## src/rtl/pma_pkg.sv

```systemverilog
package pma_pkg;

    typedef enum logic [1:0] {
        PH_IDLE = 2'd0,
        PH_ROWS = 2'd1,
        PH_HOLD = 2'd2
    } pma_phase_e;

    // Bits needed to hold the value maxv (at least one).
    function automatic int bits_for(input int maxv);
        return (maxv < 2) ? 1 : $clog2(maxv + 1);
    endfunction

endpackage

```

## src/rtl/pma_bit_cell.sv

```systemverilog
module pma_bit_cell (
    input  logic clk,
    input  logic rst_n,
    input  logic clr,
    input  logic en,
    input  logic b,
    input  logic ci,
    input  logic oe,
    output logic q,
    output logic co,
    output logic drv
);

    // Full adder around the stored bit.
    assign co  = (q & b) | (ci & (q ^ b));
    // Bus driver: passes the stored bit only while enabled.
    assign drv = q & oe;

    always_ff @(posedge clk) begin
        if (!rst_n) begin
            q <= 1'b0;
        end else if (clr) begin
            q <= 1'b0;
        end else if (en) begin
            q <= q ^ b ^ ci;
        end
    end

endmodule

```

## src/rtl/pma_ripple_acc.sv

```systemverilog
module pma_ripple_acc #(
    parameter int W  = 4,
    parameter int BW = 1
) (
    input  logic          clk,
    input  logic          rst_n,
    input  logic          clr,
    input  logic          en,
    input  logic          oe,
    input  logic [BW-1:0] addend,
    output logic [W-1:0]  sum,
    output logic [W-1:0]  drv
);

    logic [W-1:0] b_ext;
    logic [W:0]   carry;

    assign b_ext    = W'(addend);
    assign carry[0] = 1'b0;

    for (genvar i = 0; i < W; i++) begin : g_cell
        pma_bit_cell u_cell (
            .clk  (clk),
            .rst_n(rst_n),
            .clr  (clr),
            .en   (en),
            .b    (b_ext[i]),
            .ci   (carry[i]),
            .oe   (oe),
            .q    (sum[i]),
            .co   (carry[i+1]),
            .drv  (drv[i])
        );
    end


    no_overflow_chk: assert property (@(posedge clk) disable iff (!rst_n)
        (en && !clr) |-> !carry[W]);


    hold_when_idle_chk: assert property (@(posedge clk) disable iff (!rst_n)
        (!en && !clr) |=> $stable(sum));

endmodule

```

## src/rtl/pma_column.sv

```systemverilog
module pma_column #(
    parameter int NY   = 8,
    parameter int XPOS = 0,
    parameter int XW   = 3,
    parameter int YW   = 3,
    parameter int AW   = 4,
    parameter int XMW  = 6,
    parameter int YMW  = 5
) (
    input  logic           clk,
    input  logic           rst_n,
    input  logic           clr,
    input  logic           en,
    input  logic           oe,
    input  logic           flag,
    input  logic [YW-1:0]  row_idx,
    output logic [AW-1:0]  area_drv,
    output logic [XMW-1:0] xmom_drv,
    output logic [YMW-1:0] ymom_drv
);

    localparam logic [XW-1:0] XCOORD = XW'(XPOS);

    logic [XW-1:0]  x_term;
    logic [YW-1:0]  y_term;
    logic [AW-1:0]  area_sum;
    logic [XMW-1:0] xmom_sum;
    logic [YMW-1:0] ymom_sum;

    // Products formed by gating the coordinate bits with the flag.
    assign x_term = XCOORD & {XW{flag}};
    assign y_term = row_idx & {YW{flag}};

    pma_ripple_acc #(.W(AW), .BW(1)) u_area (
        .clk(clk), .rst_n(rst_n), .clr(clr), .en(en), .oe(oe),
        .addend(flag), .sum(area_sum), .drv(area_drv)
    );

    pma_ripple_acc #(.W(XMW), .BW(XW)) u_xmom (
        .clk(clk), .rst_n(rst_n), .clr(clr), .en(en), .oe(oe),
        .addend(x_term), .sum(xmom_sum), .drv(xmom_drv)
    );

    pma_ripple_acc #(.W(YMW), .BW(YW)) u_ymom (
        .clk(clk), .rst_n(rst_n), .clr(clr), .en(en), .oe(oe),
        .addend(y_term), .sum(ymom_sum), .drv(ymom_drv)
    );


    xmom_ratio_chk: assert property (@(posedge clk) disable iff (!rst_n)
        int'(xmom_sum) == XPOS * int'(area_sum));


    area_bound_chk: assert property (@(posedge clk) disable iff (!rst_n)
        int'(area_sum) <= NY);


    clear_chk: assert property (@(posedge clk) disable iff (!rst_n)
        clr |=> (area_sum == '0 && xmom_sum == '0 && ymom_sum == '0));

endmodule

```

## src/rtl/pma_seq.sv

```systemverilog
module pma_seq
    import pma_pkg::*;
#(
    parameter int NY = 8
) (
    input  logic clk,
    input  logic rst_n,
    input  logic frame_start,
    input  logic row_valid,
    output logic acc_en,
    output logic clr,
    output logic rd_phase
);

    localparam int CW = bits_for(NY);

    pma_phase_e    state_q, state_d;
    logic [CW-1:0] cnt_q, cnt_d;
    logic          last_row;

    assign last_row = (cnt_q == CW'(NY - 1));

    // State and row-count register.
    always_ff @(posedge clk) begin
        if (!rst_n) begin
            state_q <= PH_IDLE;
            cnt_q   <= '0;
        end else begin
            state_q <= state_d;
            cnt_q   <= cnt_d;
        end
    end

    // Next-state logic.
    always_comb begin
        state_d = state_q;
        cnt_d   = cnt_q;
        unique case (state_q)
            PH_IDLE: begin
                if (frame_start) begin
                    state_d = PH_ROWS;
                    cnt_d   = '0;
                end
            end
            PH_ROWS: begin
                if (frame_start) begin
                    state_d = PH_ROWS;
                    cnt_d   = '0;
                end else if (row_valid) begin
                    cnt_d = cnt_q + 1'b1;
                    if (last_row) begin
                        state_d = PH_HOLD;
                    end
                end
            end
            PH_HOLD: begin
                if (frame_start) begin
                    state_d = PH_ROWS;
                    cnt_d   = '0;
                end
            end
            default: begin
                state_d = PH_IDLE;
                cnt_d   = '0;
            end
        endcase
    end

    // Outputs.
    always_comb begin
        clr      = frame_start;
        acc_en   = 1'b0;
        rd_phase = 1'b0;
        unique case (state_q)
            PH_IDLE: ;
            PH_ROWS: acc_en   = row_valid && !frame_start;
            PH_HOLD: rd_phase = 1'b1;
            default: ;
        endcase
    end


    restart_chk: assert property (@(posedge clk) disable iff (!rst_n)
        frame_start |=> (state_q == PH_ROWS && cnt_q == '0));


    hold_stays_chk: assert property (@(posedge clk) disable iff (!rst_n)
        (state_q == PH_HOLD && !frame_start) |=> state_q == PH_HOLD);


    row_count_chk: assert property (@(posedge clk) disable iff (!rst_n)
        (state_q == PH_ROWS) |-> (int'(cnt_q) < NY));

endmodule

```

## src/rtl/pupil_moment_acc.sv

```systemverilog
module pupil_moment_acc
    import pma_pkg::*;
#(
    parameter  int NUM_COLS = 8,
    parameter  int NUM_ROWS = 8,
    localparam int XW  = bits_for(NUM_COLS - 1),
    localparam int YW  = bits_for(NUM_ROWS - 1),
    localparam int AW  = bits_for(NUM_ROWS),
    localparam int XMW = bits_for((NUM_COLS - 1) * NUM_ROWS),
    localparam int YMW = bits_for(NUM_ROWS * (NUM_ROWS - 1) / 2)
) (
    input  logic                clk,
    input  logic                rst_n,
    input  logic                frame_start,
    input  logic                row_valid,
    input  logic [YW-1:0]       row_idx,
    input  logic [NUM_COLS-1:0] pix_flags,
    input  logic [NUM_COLS-1:0] col_sel,
    output logic                rd_valid,
    output logic [AW-1:0]       rd_area,
    output logic [XMW-1:0]      rd_xmom,
    output logic [YMW-1:0]      rd_ymom
);

    logic acc_en, clr, rd_phase;

    logic [AW-1:0]  col_area [NUM_COLS];
    logic [XMW-1:0] col_xmom [NUM_COLS];
    logic [YMW-1:0] col_ymom [NUM_COLS];

    pma_seq #(.NY(NUM_ROWS)) u_seq (
        .clk        (clk),
        .rst_n      (rst_n),
        .frame_start(frame_start),
        .row_valid  (row_valid),
        .acc_en     (acc_en),
        .clr        (clr),
        .rd_phase   (rd_phase)
    );

    for (genvar c = 0; c < NUM_COLS; c++) begin : g_col
        pma_column #(
            .NY(NUM_ROWS), .XPOS(c), .XW(XW), .YW(YW),
            .AW(AW), .XMW(XMW), .YMW(YMW)
        ) u_col (
            .clk     (clk),
            .rst_n   (rst_n),
            .clr     (clr),
            .en      (acc_en),
            .oe      (rd_phase & col_sel[c]),
            .flag    (pix_flags[c]),
            .row_idx (row_idx),
            .area_drv(col_area[c]),
            .xmom_drv(col_xmom[c]),
            .ymom_drv(col_ymom[c])
        );
    end

    // Shared result bus: wired-OR of the per-column gated drivers.
    always_comb begin
        rd_area = '0;
        rd_xmom = '0;
        rd_ymom = '0;
        for (int c = 0; c < NUM_COLS; c++) begin
            rd_area = rd_area | col_area[c];
            rd_xmom = rd_xmom | col_xmom[c];
            rd_ymom = rd_ymom | col_ymom[c];
        end
    end

    assign rd_valid = rd_phase && (col_sel != '0);


    sel_onehot_chk: assert property (@(posedge clk) disable iff (!rst_n)
        $onehot0(col_sel));


    bus_quiet_chk: assert property (@(posedge clk) disable iff (!rst_n)
        !rd_valid |-> (rd_area == '0 && rd_xmom == '0 && rd_ymom == '0));

endmodule

```

## config.mk

```make
export PLATFORM = sky130hd
export DESIGN_NAME = pupil_moment_acc
export DESIGN_NICKNAME = d
export VERILOG_FILES = /design/src/rtl/pma_pkg.sv /design/src/rtl/pma_bit_cell.sv /design/src/rtl/pma_ripple_acc.sv /design/src/rtl/pma_column.sv /design/src/rtl/pma_seq.sv /design/src/rtl/pupil_moment_acc.sv
export SDC_FILE = /design/constraint.sdc
export NUM_CORES = 1
export LEC_CHECK = 0
export ABC_AREA = 1
export BUFFER_PORTS_ARGS = -buffer_cell sky130_fd_sc_hd__buf_2
export CAP_MARGIN = 40
export CORE_ASPECT_RATIO = 0.8
export CORE_UTILIZATION = 45
export CTS_CLUSTER_SIZE = 25
export DETAILED_ROUTE_END_ITERATION = 12
export HOLD_SLACK_MARGIN = 0.15
export SETUP_SLACK_MARGIN = 0.02
export SLEW_MARGIN = 20
export SYNTH_ARGS = -nofsm -noshare
export SYNTH_HDL_FRONTEND = slang
export SYNTH_HIERARCHICAL = 1
export SYNTH_SLANG_ARGS = --single-unit
```

## constraint.sdc

```tcl
create_clock -name clk -period 23.3 [get_ports clk]
set_clock_uncertainty 0.05 [all_clocks]
set_input_delay 1.165 -clock clk [delete_from_list [all_inputs] [get_ports clk]]
set_output_delay 1.165 -clock clk [all_outputs]
set_load 0.03 [all_outputs]
```

# ---- Yosys cells after proc, flatten, opt, wreduce, memory -nomap -nowiden
# Cells that the tools add are included.
dict set report totals {
  register_bits 116
  input_bits 23
  word_cells 546
  output_inout_bits 16
}
dict set report classes {
  eq_ne 6
  reduce_logical 9
  addsub 1
  mux 11
  bitwise 407
}
# op n
set ops {}
lappend ops {{$and 1x1->1} 226}
lappend ops {{$xor 1x1->1} 131}
lappend ops {{$or 6x6->6} 6}
lappend ops {{$or 5x5->5} 7}
lappend ops {{$or 4x4->4} 7}
lappend ops {{$and 3x3->3} 8}
lappend ops {{$or 1x1->1} 21}
lappend ops {{$mux 4} 3}
lappend ops {{$mux 2} 4}
lappend ops {{$pmux 4 s2} 1}
lappend ops {{$reduce_bool 8->1} 1}
lappend ops {{$add 4x1->4 const B} 1}
lappend ops {{$eq 4x3->1 const B} 1}
lappend ops {{$pmux 2 s2} 1}
lappend ops {{$reduce_or 2->1} 2}
lappend ops {{$ne 3x2->1 const B} 1}
lappend ops {{$ne 3x3->1 const B} 1}
lappend ops {{$reduce_and 3->1} 1}
lappend ops {{$eq 2x1->1 const B} 1}
lappend ops {{$eq 2x2->1 const B} 1}
lappend ops {{$logic_and 1x1->1} 2}
lappend ops {{$logic_not 2->1} 1}
lappend ops {{$mux 1} 2}
lappend ops {{$ne 2x1->1 const B} 1}
lappend ops {{other kinds (3)} 3}

# ---- Longest topological paths before layout
# Gate-level depths: netlist (run 1).
dict set report logic_depth {
  word_depth 11
  ltp_mapped 9
  ltp_nobuf 9
}

# ---- Hierarchy
# The synthesis (run 1) kept the hierarchy.
# module n_inst cells_each seq_area_each_um2 area_each_um2
set by_module_without_submodules {}
lappend by_module_without_submodules {pma_bit_cell 120 10 20.0 75.1}
lappend by_module_without_submodules {pupil_moment_acc 1 101 0.0 420.4}
lappend by_module_without_submodules {pma_seq 1 57 120.1 360.3}
lappend by_module_without_submodules {{pma_column at g_col[0].u_col ...} 7 7 0.0 26.3}
lappend by_module_without_submodules {pma_ripple_acc 24 1 0.0 3.8}
lappend by_module_without_submodules {{pma_column at g_col[7].u_col} 1 6 0.0 22.5}

# ---- Worst setup path before layout (run 1)
# Ideal clock, no wire load.
dict set report synth_timing {
  kind {input-to-reg}
  startpoint {in frame_start}
  endpoint {reg g_col[0].u_col.u_area.g_cell[0].u_cell.q}
  stages 3
  t_required_ns 23.138
  n_path_buf 0
  setup_time_ns 0.112
  arrival_ns 18.841
  path_slack_ns 4.297
  cell_sequence {nor4_1 nand2_1 a21oi_2}
}
dict set report synth_between {
  elab_chain_len 3
  word_cells_on_any_way 4
  classes_between {mux: 1; reduce/logical: 3}
}
# item line_no
set synth_rtl {}
lappend synth_rtl {{start, declared} pupil_moment_acc.sv:14} ;# input logic frame_start,
lappend synth_rtl {{$logic_not 1->1} pma_seq.sv:76} ;# PH_ROWS: acc_en = row_valid && !frame_start;
lappend synth_rtl {{$logic_and 1x1->1} pma_seq.sv:76}
lappend synth_rtl {{$mux 1} pma_seq.sv:74} ;# unique case (state_q)
lappend synth_rtl {{end signal, assigned} pma_bit_cell.sv:25} ;# q <= q ^ b ^ ci;
lappend synth_rtl {{end, declared} pma_bit_cell.sv:9} ;# output logic q,
# Several ways; a longest one is shown, not always the timed one.
# A chain may end at the register's enable or synchronous reset.

# ---- Final worst setup path (run 1)
dict set report layout_timing {
  startpoint {in pix_flags[7]}
  endpoint {reg g_col[7].u_col.u_xmom.g_cell[5].u_cell.q}
}
dict set report layout_between {
  elab_chain_len 8
  word_cells_on_any_way 12
  classes_between {bitwise: 12}
}
# item line_no
set layout_rtl {}
lappend layout_rtl {{start, declared} pupil_moment_acc.sv:17} ;# input logic [NUM_COLS-1:0] pix_flags,
lappend layout_rtl {{$and 1x1->1} pma_bit_cell.sv:15} ;# assign co = (q & b) | (ci & (q ^ b));
lappend layout_rtl {{via g_col[7].u_col.u_xmom.carry[1]} pma_ripple_acc.sv:16} ;# logic [W:0] carry;
lappend layout_rtl {{$and 1x1->1} pma_bit_cell.sv:15}
lappend layout_rtl {{$or 1x1->1} pma_bit_cell.sv:15}
lappend layout_rtl {{via g_col[7].u_col.u_xmom.carry[2]} pma_ripple_acc.sv:16}
lappend layout_rtl {{$and 1x1->1} pma_bit_cell.sv:15}
lappend layout_rtl {{$or 1x1->1} pma_bit_cell.sv:15}
lappend layout_rtl {{via g_col[7].u_col.u_xmom.carry[3]} pma_ripple_acc.sv:16}
lappend layout_rtl {{$and 1x1->1} pma_bit_cell.sv:15}
lappend layout_rtl {{via g_col[7].u_col.u_xmom.carry[4]} pma_ripple_acc.sv:16}
lappend layout_rtl {{$and 1x1->1} pma_bit_cell.sv:15}
lappend layout_rtl {{via g_col[7].u_col.u_xmom.carry[5]} pma_ripple_acc.sv:16}
lappend layout_rtl {{$xor 1x1->1} pma_bit_cell.sv:25}
lappend layout_rtl {{end signal, assigned} pma_bit_cell.sv:25}
lappend layout_rtl {{end, declared} pma_bit_cell.sv:9}
# The timed path passes the listed nets, and every way through them passes these cells.

==> results of run 1 <==
-- power breakdown --
part	leakage [uW]	switching, uW	internal (uW)
clock network	0.000316	103	195
logic	0.00474	44.2	22.4
registers	0.00102	2.43	218
total	0.00607	150	435
-- how the worst max path moves through the flow --
| stage | start | end | slack, ns | cells after the start |
|---|---|---|---|---|
| after floorplan | frame_start | g_col[0].u_col/u_area/g_cell[0].u_cell/q | 4.30 | 3 |
| after CTS | pix_flags[7] | g_col[7].u_col/u_xmom/g_cell[5].u_cell/q | 19.30 | 9 |
| after global routing | u_seq/state_q[1] | rd_xmom[0] | 19.16 | 9 |
| after detailed placement | pix_flags[7] | g_col[7].u_col/u_xmom/g_cell[5].u_cell/q | 18.86 | 9 |
| final | pix_flags[7] | g_col[7].u_col/u_xmom/g_cell[5].u_cell/q | 19.32 | 9 |
| after global placement | pix_flags[7] | g_col[7].u_col/u_xmom/g_cell[5].u_cell/q | 18.96 | 9 |
-- worst max-delay path, cell delays in order --
cell and delay, ns:
buf_2 0.18, fa_1 0.46, fa_1 0.43, fa_1 0.43
fa_1 0.43, fa_1 0.43, fa_1 0.53, nand2_1 0.07
a21oi_2 0.16
-- sequential cells by signal (all words and copies together) (netlist names) --
name and cells:
g_col.u_col/u_xmom/g_cell.u_cell/q 48, u_seq/cnt_q 4, g_col.u_col/u_ymom/g_cell.u_cell/q 40, u_seq/state_q 2, g_col.u_col/u_area/g_cell.u_cell/q 32
-- kinds of logic after synthesis --
group           Yosys count  share of synthesized area
simple gates            624                      0.239
buf+inv                 407                      0.152
compound gates          128                      0.108
flops                   126                      0.250
fa+ha+maj               121                      0.239
other cells              31                     0.0115
-- metal layers --
layer,vias to the layer above,share of wire,GRT usage
li1,4203,-,-
met1,3661,0.50,0.276
met2,78,0.47,0.344
met3,13,0.023,0.0335
met4,0,0.0098,0.0521
met5,-,0,0
-- per-stage QoR --
step	hold WS [ns]	setup WS (ns)
after floorplan	0.418	4.30
final	0.447	19.32
after CTS	0.446	19.30
after detailed placement	0.438	18.86
after global placement	0.436	18.96
after global routing	0.464	19.16
-- cell usage in the layout (no fill, tap or decap), drive strengths merged --
master and count:
nand2 528, nand4 16, nor4 1, o21ai 3, fa 120, bufinv 5
dfxtp 126, nand3 5, clkinv 5, nor2 74, ha 1, a21oi 125
inv 405, clkbuf 20, clkinvlp 2, buf 43, conb 100
-- area by class of cell --
| class | count | area (um^2) |
|---|---|---|
| timing repair buffer | 43 | 285 |
| tap | 300 | 375 |
| multi-input combinational | 973 | 6290 |
| clock inverter | 12 | 190 |
| clock buffer | 20 | 457 |
| fill | 2173 | 10200 |
| sequential | 126 | 2520 |
| inverter | 405 | 1520 |
==> flow_summary_export.csv, run 1 <==
group,metric,value,unit
drt,drt-pass1-iter-count,4,
sta,period_share,0.171,
finish,final_net_count,1710,
power_and_ir_drop,irDropWorstVdd,0.0474,mV
placement,place.detailed.instances,1846,
die,top_level_ports,39,
sta,rsz0062_at_grt,"false",
finish,diode_insertion_count_for_antenna_repair,0,
yosys,ys_warn_count,6,
yosys,postSynthCellCount,1437,
power_and_ir_drop,totalPowerFinal,585,uW
finish,area_growth,15.4,%
finish,finished_cell_area,0.0116,mm^2
placement,place_congestion,0.732,
sta,period_needed,3.98,ns
critical_path,critical_path_arrival,4.29,ns
drt,route.detailed.vias_per_inst,4.23,
job,cap_violations,0,
yosys,synth_top_flop_cell,"dfxtp_1",
min_path,hold_class,"reg2reg",
drt,route.antenna.remaining_nets,0,
sta,final-max-slew-violation-count,0,
die,fp.dieArea,0.0230,mm^2
yosys,netlist_area,0.0101,mm^2
drt,route.detailed.drc,0,
sta,fin_tns_setup,0,ns
clock_network,library_cell_used_as_clock_root_buffer,"clkbuf_16",
clock_network,cts_made_buffers,17,
die,num_rows,48,
grt,wire_length_of_the_first_global_routing_pass,37000,um
clock_network,cts_sinks,126,
finish,final-instance-count-excl-fill,1879,
grt,antenna_found_initial,0,
yosys,synth.yosys.seq_area_share,0.250,
drt,post_drt_wl_per_cell,11.3,um
critical_path,regToRegStartpoint,"g_col[7].u_col/u_xmom/g_cell[0].u_cell/q",
drt,dr.first_iter.drc_count,483,
yosys,yosys.cell_count.top_type,"nand2_1",
yosys,synth_cell_types,18,
clock_network,clock_tree.htree_level_count,4,
clock_network,tritoncts_clock_tree,"yes",
clock_network,post_cts_resize_count,0,
die,die_w,169,um
finish,final_core_utilization,0.534,
placement,numPortBuffers,38,
clock_network,post_cts_buffers,0,
drt,routed_wirelength,21300,um
grt,grt_start_max_net_pins,241,
min_path,hold_path_end,"g_col[5].u_col/u_xmom/g_cell[3].u_cell/q",
power_and_ir_drop,pwr_density_cell,50.2,mW/mm^2
placement,detailedPlacementHpwl,14700,um
yosys,synth_area_leader_cell,"dfxtp_1",
yosys,ys_async_sr_fraction,0,
placement,detailed_place.area,0.0110,mm^2
sta,timing_hold_violations_final,0,
yosys,netlist_top_cells_area,"dfxtp_1 25%, fa_1 24%, nand2_1 20%",
sta,max_clock_freq,251,MHz
grt,grt-ovfl-total,0,
critical_path,crit_path_max_fanout,7,
yosys,yosys_register_bits,126,
finish,layout-drive-gt1-share,0.127,
clock_network,cts.clk_slew.worst_paths,0.06,ns
clock_network,clock_tree.buffer_depth,2,
sta,setup_violations,0,
drt,via_count,7955,
critical_path,critical_path.reg2reg.endpoint,"g_col[7].u_col/u_xmom/g_cell[5].u_cell/q",
power_and_ir_drop,power_leakage,0.00607,uW
critical_path,cp-end-kind,"flip-flop",
critical_path,startpoint_type,"input port",
critical_path,crit_type,"in2reg",
grt,first_global_vias,7653,
die,initial_core_util,0.463,
min_path,worst_hold_startpoint,"g_col[5].u_col/u_xmom/g_cell[3].u_cell/q",
grt,grt_util_all_layers,0.205,
critical_path,timing.reg2reg.setup_slack,19.98,ns
yosys,synth_top_cells_by_count,"525 x nand2_1, 404 x inv_1, 126 x dfxtp_1, 120 x a21oi_2, 120 x fa_1",
yosys,syn_area_per_cell,7.02,um^2
die,core,0.0218,mm^2
critical_path,r2r.worst_path.cells,8,
die,die_h,136,um
clock_network,clk-insertion-delay-late,0.42,ns
critical_path,worst_ep_required_time,23.61,ns
sta,max-slew-margin-rel,0.298,
yosys,synth_edf_count,0,
run_status,outcome,"finished, final reports clean",
clock_network,cts.hold.buffers_added,0,
min_path,hold-path-cell-count,2,
sta,worst-slew-pin-transition,1.05,ns
yosys,yosysTopAreaCellShare,0.250,
(Power assumes the default switching activity.)
==> run 2: changes to the inputs <==
==> constraint.sdc (replaced) <==
create_clock -name clk -period 3.6 [get_ports clk]
set_clock_uncertainty 0.05 [all_clocks]
set_input_delay 0.18 -clock clk [delete_from_list [all_inputs] [get_ports clk]]
set_output_delay 0.18 -clock clk [all_outputs]
set_load 0.03 [all_outputs]
==> flow_summary_export.csv, run 2 (synthesis results as in run 1) <==
group,metric,value,unit
drt,route.detailed.drc,0,
die,fp.dieArea,0.0230,mm^2
finish,layout_common_cells,"525 x nand2_1, 404 x inv_1, 125 x dfxtp_1",
placement,place.detailed.instances,1849,
sta,max-slew-margin-rel,0.447,
power_and_ir_drop,irDropWorstVdd,0.295,mV
drt,route.detailed.vias_per_inst,4.21,
job,cap_violations,0,
die,initial_core_util,0.463,
critical_path,worstPathCellList,"fa_1 > fa_1 > fa_1 > fa_1 > fa_1 > fa_1 > nand2_1 > a21oi_2",
die,die_w,169,um
placement,numPortBuffers,38,
die,top_level_ports,39,
power_and_ir_drop,totalPowerFinal,3620,uW
finish,leading_cell_type_in_the_layout_fill_and_taps_excluded,"nand2_1",
grt,grt_util_all_layers,0.209,
sta,setup_violations,0,
placement,detailedPlacementHpwl,15300,um
critical_path,crit_type,"reg2reg",
clock_network,cts.hold.buffers_added,2,
clock_network,clock_tree.buffer_depth,2,
power_and_ir_drop,power_leakage,0.00606,uW
clock_network,post_cts_resize_count,0,
critical_path,cpPeakStageDelay,0.53,ns
drt,route.antenna.remaining_nets,0,
clock_network,cts.clk_slew.worst_paths,0.06,ns
die,num_rows,48,
min_path,hold_class,"in2reg",
drt,drt-pass1-iter-count,5,
critical_path,worst_path_dominant_cell_family,"adder cells",
finish,max_flop_register,"g_col.u_col/u_xmom/g_cell.u_cell/q",
grt,grt_start_max_net_pins,193,
critical_path,worst_ep_required_time,3.91,ns
sta,timing_hold_violations_final,0,
critical_path,cp-end-kind,"flip-flop",
sta,period_share,0.928,
finish,area_growth,15.3,%
sta,final-max-slew-violation-count,0,
grt,wire_length_of_the_first_global_routing_pass,37400,um
drt,via_count,7933,
critical_path,critical_path_buf_inv_count,0,
finish,final_core_utilization,0.533,
placement,detailed_place.area,0.0110,mm^2
die,core,0.0218,mm^2
sta,worst-slew-pin-transition,0.829,ns
finish,final-instance-count-excl-fill,1883,
power_and_ir_drop,pwr_density_cell,311,mW/mm^2
grt,first_global_vias,7564,
die,die_h,136,um
clock_network,cts_made_buffers,17,
clock_network,tritoncts_clock_tree,"yes",
sta,rsz0062_at_grt,"false",
drt,routed_wirelength,21800,um
drt,post_drt_wl_per_cell,11.6,um
clock_network,clk-insertion-delay-late,0.42,ns
placement,place_congestion,0.796,
clock_network,library_cell_used_as_clock_root_buffer,"clkbuf_16",
clock_network,post_cts_buffers,0,
critical_path,crit_path_frequent_cell,"fa_1",
critical_path,crit_path_max_fanout,3,
finish,diode_insertion_count_for_antenna_repair,0,
finish,final_net_count,1714,
sta,worst_hold_slack,0.164,ns
drt,dr.first_iter.drc_count,417,
finish,finished_cell_area,0.0116,mm^2
grt,grt-ovfl-total,0,
clock_network,cts_sinks,126,
sta,max_clock_freq,299,MHz
run_status,outcome,"finished, final reports clean",
critical_path,critical_path_arrival,3.65,ns
finish,reg_top3,"g_col.u_col/u_xmom/g_cell.u_cell/q: 48 flops, g_col.u_col/u_ymom/g_cell.u_cell/q: 40 flops, g_col.u_col/u_area/g_cell.u_cell/q: 32 flops",
grt,antenna_found_initial,0,
critical_path,critical-path-slowest-cell,"fa_1",
finish,flip_flop_count_of_the_largest_register_all_copies_and_words_added,48,
critical_path,startpoint_type,"flip-flop",
sta,period_needed,3.34,ns
clock_network,clock_tree.htree_level_count,4,
finish,layout-drive-gt1-share,0.129,
==> run 2: where the power goes <==
| part | leakage (uW) | total, uW | internal (uW) | switching, uW |
|---|---|---|---|---|
| combinational | 0.00476 | 432 | 144 | 289 |
| clock | 0.000281 | 1760 | 1060 | 705 |
| sequential | 0.00102 | 1430 | 1410 | 16.2 |
==> run 2: layer usage <==
layer | up-vias | GRT usage | wire [um]
li1 | 4208 | - | -
met1 | 3604 | 0.291 | 11000
met2 | 100 | 0.336 | 9850
met3 | 21 | 0.0355 | 682
met4 | 0 | 0.0536 | 312
met5 | - | 0 | 0
==> run 2: metrics by stage <==
step                      TNS (ns)  setup WS [ns]
after CTS                        0          0.221
after detailed placement         0          0.130
after floorplan            -321.50          -2.71
final                            0          0.261
after global placement           0          0.225
after global routing             0          0.105
==> run 2: worst reg2reg max path, stage by stage, from the launching register on <==
cell     delay (ns)
dfxtp_1        0.34
fa_1           0.40
fa_1           0.43
fa_1           0.43
fa_1           0.43
fa_1           0.45
fa_1           0.53
nand2_1        0.07
a21oi_2        0.15
==> run 2: layout make-up <==
type	instances	area [um^2]
fill	2168	10200
multi-input combinational	973	6300
sequential	126	2520
inverter	405	1520
clock buffer	19	453
tap	300	375
timing repair buffer	47	313
clock inverter	13	140
==> run 2: final timing paths <==
path	depth (start not counted)	end	slack, ns	startpoint
hold reg to reg	2	g_col[3].u_col/u_area/g_cell[2].u_cell/q	0.45	g_col[3].u_col/u_area/g_cell[2].u_cell/q
setup / recovery	8	g_col[7].u_col/u_xmom/g_cell[5].u_cell/q	0.26	g_col[7].u_col/u_xmom/g_cell[0].u_cell/q
hold / removal	3	g_col[3].u_col/u_ymom/g_cell[3].u_cell/q	0.16	rst_n
setup reg to reg	8	g_col[7].u_col/u_xmom/g_cell[5].u_cell/q	0.26	g_col[7].u_col/u_xmom/g_cell[0].u_cell/q
==> run 3: changes to the inputs <==
--- a/config.mk
+++ b/config.mk
@@ -5,7 +5,6 @@
 export SDC_FILE = /design/constraint.sdc
 export NUM_CORES = 1
 export LEC_CHECK = 0
-export ABC_AREA = 1
 export BUFFER_PORTS_ARGS = -buffer_cell sky130_fd_sc_hd__buf_2
 export CAP_MARGIN = 40
 export CORE_ASPECT_RATIO = 0.8
==> flow_summary_export.csv, run 3 <==
group,metric,value,unit
power_and_ir_drop,irDropWorstVdd,0.261,mV
die,top_level_ports,39,
die,num_rows,46,
finish,final-instance-count-excl-fill,1155,
drt,via_count,5730,
yosys,synth.yosys.seq_area_share,0.276,
critical_path,crit_path_max_fanout,3,
yosys,postSynthCellCount,744,
grt,wire_length_of_the_first_global_routing_pass,32300,um
sta,final-max-slew-violation-count,0,
yosys,synth_top_flop_cell,"dfxtp_1",
critical_path,startpoint_type,"flip-flop",
critical_path,r2r.worst_path.cells,8,
finish,nFillCells,1737,
drt,post_drt_wl_per_cell,16.8,um
die,initial_core_util,0.461,
yosys,synth_cell_types,29,
grt,grt_util_all_layers,0.201,
finish,max_flop_register,"g_col.u_col/u_xmom/g_cell.u_cell/q",
sta,layout_setup_ws,0.260,ns
die,core,0.0199,mm^2
sta,fin_tns_setup,0,ns
drt,route.detailed.vias_per_inst,4.96,
clock_network,clock_tree.htree_level_count,4,
critical_path,worstPathCellList,"fa_1 > fa_1 > fa_1 > fa_1 > fa_1 > fa_1 > mux2i_1 > nor3b_2",
critical_path,cpPeakStageDelay,0.51,ns
min_path,hold_class,"in2reg",
clock_network,post_cts_resize_count,0,
finish,flip_flop_count_of_the_largest_register_all_copies_and_words_added,48,
finish,area_growth,16.3,%
clock_network,cts_sinks,126,
finish,layout_common_cells,"151 x and2_1, 126 x dfxtp_1, 121 x mux2i_1",
die,die_h,130,um
clock_network,cts.clk_slew.worst_paths,0.06,ns
drt,route.antenna.remaining_nets,0,
sta,period_needed,3.34,ns
critical_path,crit_type,"reg2reg",
job,cap_violations,0,
placement,pre_cts_ws,0.155,ns
placement,numPortBuffers,38,
finish,reg_top3,"g_col.u_col/u_xmom/g_cell.u_cell/q: 48 flops, g_col.u_col/u_ymom/g_cell.u_cell/q: 40 flops, g_col.u_col/u_area/g_cell.u_cell/q: 32 flops",
grt,antenna_found_initial,0,
critical_path,critical_path_arrival,3.63,ns
die,die_w,161,um
power_and_ir_drop,totalPowerFinal,3500,uW
finish,final_net_count,1024,
run_status,outcome,"finished, final reports clean",
clock_network,tritoncts_clock_tree,"yes",
placement,place_congestion,0.756,
sta,max-slew-margin-rel,0.441,
yosys,synth_area_leader_cell,"dfxtp_1",
drt,routed_wirelength,19400,um
grt,first_global_vias,6212,
clock_network,clock_tree.buffer_depth,2,
sta,rsz0062_at_grt,"false",
placement,detailed_place.area,0.0101,mm^2
yosys,synth_top_cells_by_count,"151 x and2_1, 126 x dfxtp_1, 121 x mux2i_1, 120 x fa_1, 120 x nor3b_2",
yosys,yosysTopAreaCellShare,0.276,
sta,worst-slew-pin-transition,0.831,ns
min_path,hold-path-cell-count,2,
critical_path,cp-end-kind,"flip-flop",
yosys,yosys_register_bits,126,
drt,route.detailed.drc,0,
placement,detailedPlacementHpwl,13600,um
drt,drt-pass1-iter-count,4,
yosys,yosys.cell_count.top_type,"and2_1",
sta,period_share,0.928,
clock_network,clk-insertion-delay-late,0.42,ns
critical_path,crit_path_frequent_cell,"fa_1",
clock_network,library_cell_used_as_clock_root_buffer,"clkbuf_16",
clock_network,cts_made_buffers,17,
critical_path,critical-path-slowest-cell,"fa_1",
finish,multiInputGateArea,0.00688,mm^2
yosys,netlist_top_cells_area,"dfxtp_1 28%, fa_1 26%, nor3b_2 16%",
die,fp.dieArea,0.0209,mm^2
power_and_ir_drop,power_leakage,0.00412,uW
finish,sequential_cell_area,0.00252,mm^2
yosys,ys_warn_count,6,
yosys,ys_async_sr_fraction,0,
power_and_ir_drop,pwr_density_cell,328,mW/mm^2
sta,max_clock_freq,299,MHz
grt,grt-ovfl-total,0,
yosys,syn_area_per_cell,12.3,um^2
grt,grt_start_max_net_pins,81,
critical_path,worst_ep_required_time,3.89,ns
finish,layout-drive-gt1-share,0.227,
sta,setup_violations,0,
yosys,netlist_area,0.00915,mm^2
drt,dr.first_iter.drc_count,302,
finish,leading_cell_type_in_the_layout_fill_and_taps_excluded,"and2_1",
finish,finished_cell_area,0.0106,mm^2
yosys,synth_edf_count,0,
sta,timing_hold_violations_final,0,
placement,place.detailed.instances,1123,
## run 3: cell types whose count changed after synthesis, moves of 3 or more
cell     previous run  this run
inv_1             404         1
nand2_1           525        18
mux2i_1             0       121
nand3_1             5         2
nor2_1             73         3
nand2_2             3         0
a21oi_2           120         0
nand4_1            16         0
and2_1              0       151
nor4_1              1        30
nor3b_2             0       120
## run 3: path summary, 6_finish.rpt
kind	start	end	slack [ns]
worst max-delay path	g_col[5].u_col/u_xmom/g_cell[0].u_cell/q	g_col[5].u_col/u_xmom/g_cell[5].u_cell/q	0.26
worst min-delay path	frame_start	g_col[6].u_col/u_xmom/g_cell[0].u_cell/q	0.19
worst max register to register	g_col[5].u_col/u_xmom/g_cell[0].u_cell/q	g_col[5].u_col/u_xmom/g_cell[5].u_cell/q	0.26
worst min register to register	u_seq/cnt_q[0]	u_seq/cnt_q[0]	0.49
## run 3: power breakdown
part | internal (uW) | switching (uW) | leakage [uW] | total (uW)
Clock | 1040 | 630 | 0.000274 | 1670
Combinational | 171 | 228 | 0.00283 | 400
Sequential | 1410 | 16.0 | 0.00102 | 1430
## run 3: per-stage QoR
step                utilization  hold slack [ns]
global placement          0.505            0.415
detailed placement        0.506            0.480
floorplan                     -            0.244
finish                    0.536            0.190
CTS                       0.535            0.186
global route              0.536            0.209
## run 3: cell families (layout without fill, tap and decap cells)
kind of cell | count (synthesis) | count (layout) | share of synthesized area
buffers and inverters | 2 | 79 | 0.00123
XOR/XNOR | 1 | 1 | 0.000957
flip-flops | 126 | 126 | 0.276
other | 31 | 101 | 0.0127
adder cells (fa/ha/maj) | 121 | 121 | 0.264
multiplexers | 121 | 121 | 0.132
AND/OR/NAND/NOR | 333 | 333 | 0.307
AO/OA/AOI/OAI | 9 | 9 | 0.00656
## run 3: timing repair
action                                 4_1_cts  5_1_grt
buffers inserted                             0        0
endpoints found under the hold margin        3        0
hold buffers                                 1        0
## run 3: layout make-up
| class | count | area share |
|---|---|---|
| multi-input combinational | 685 | 0.646 |
| sequential | 126 | 0.237 |
| clock buffer | 21 | 0.0433 |
| timing repair buffer | 49 | 0.0330 |
| tap | 264 | 0.0310 |
| clock inverter | 8 | 0.00870 |
| inverter | 1 | 0.000353 |
| antenna | 1 | 0.000235 |
## run 3: routing by layer
| metal | global-route usage | share of wire | up-vias |
|---|---|---|---|
| met5 | 0 | 0 | - |
| met4 | 0.0394 | 0.0056 | 0 |
| met3 | 0.0461 | 0.032 | 8 |
| met2 | 0.343 | 0.49 | 64 |
| met1 | 0.264 | 0.47 | 2955 |
| li1 | - | - | 2703 |
## run 3: critical path, delay by kind of cell, from the launching register on
kind	cells	cell delay, ns
adder cells (fa/ha/maj)	6	2.65
AND/OR/NAND/NOR	1	0.17
flip-flops	1	0.33
multiplexers	1	0.08
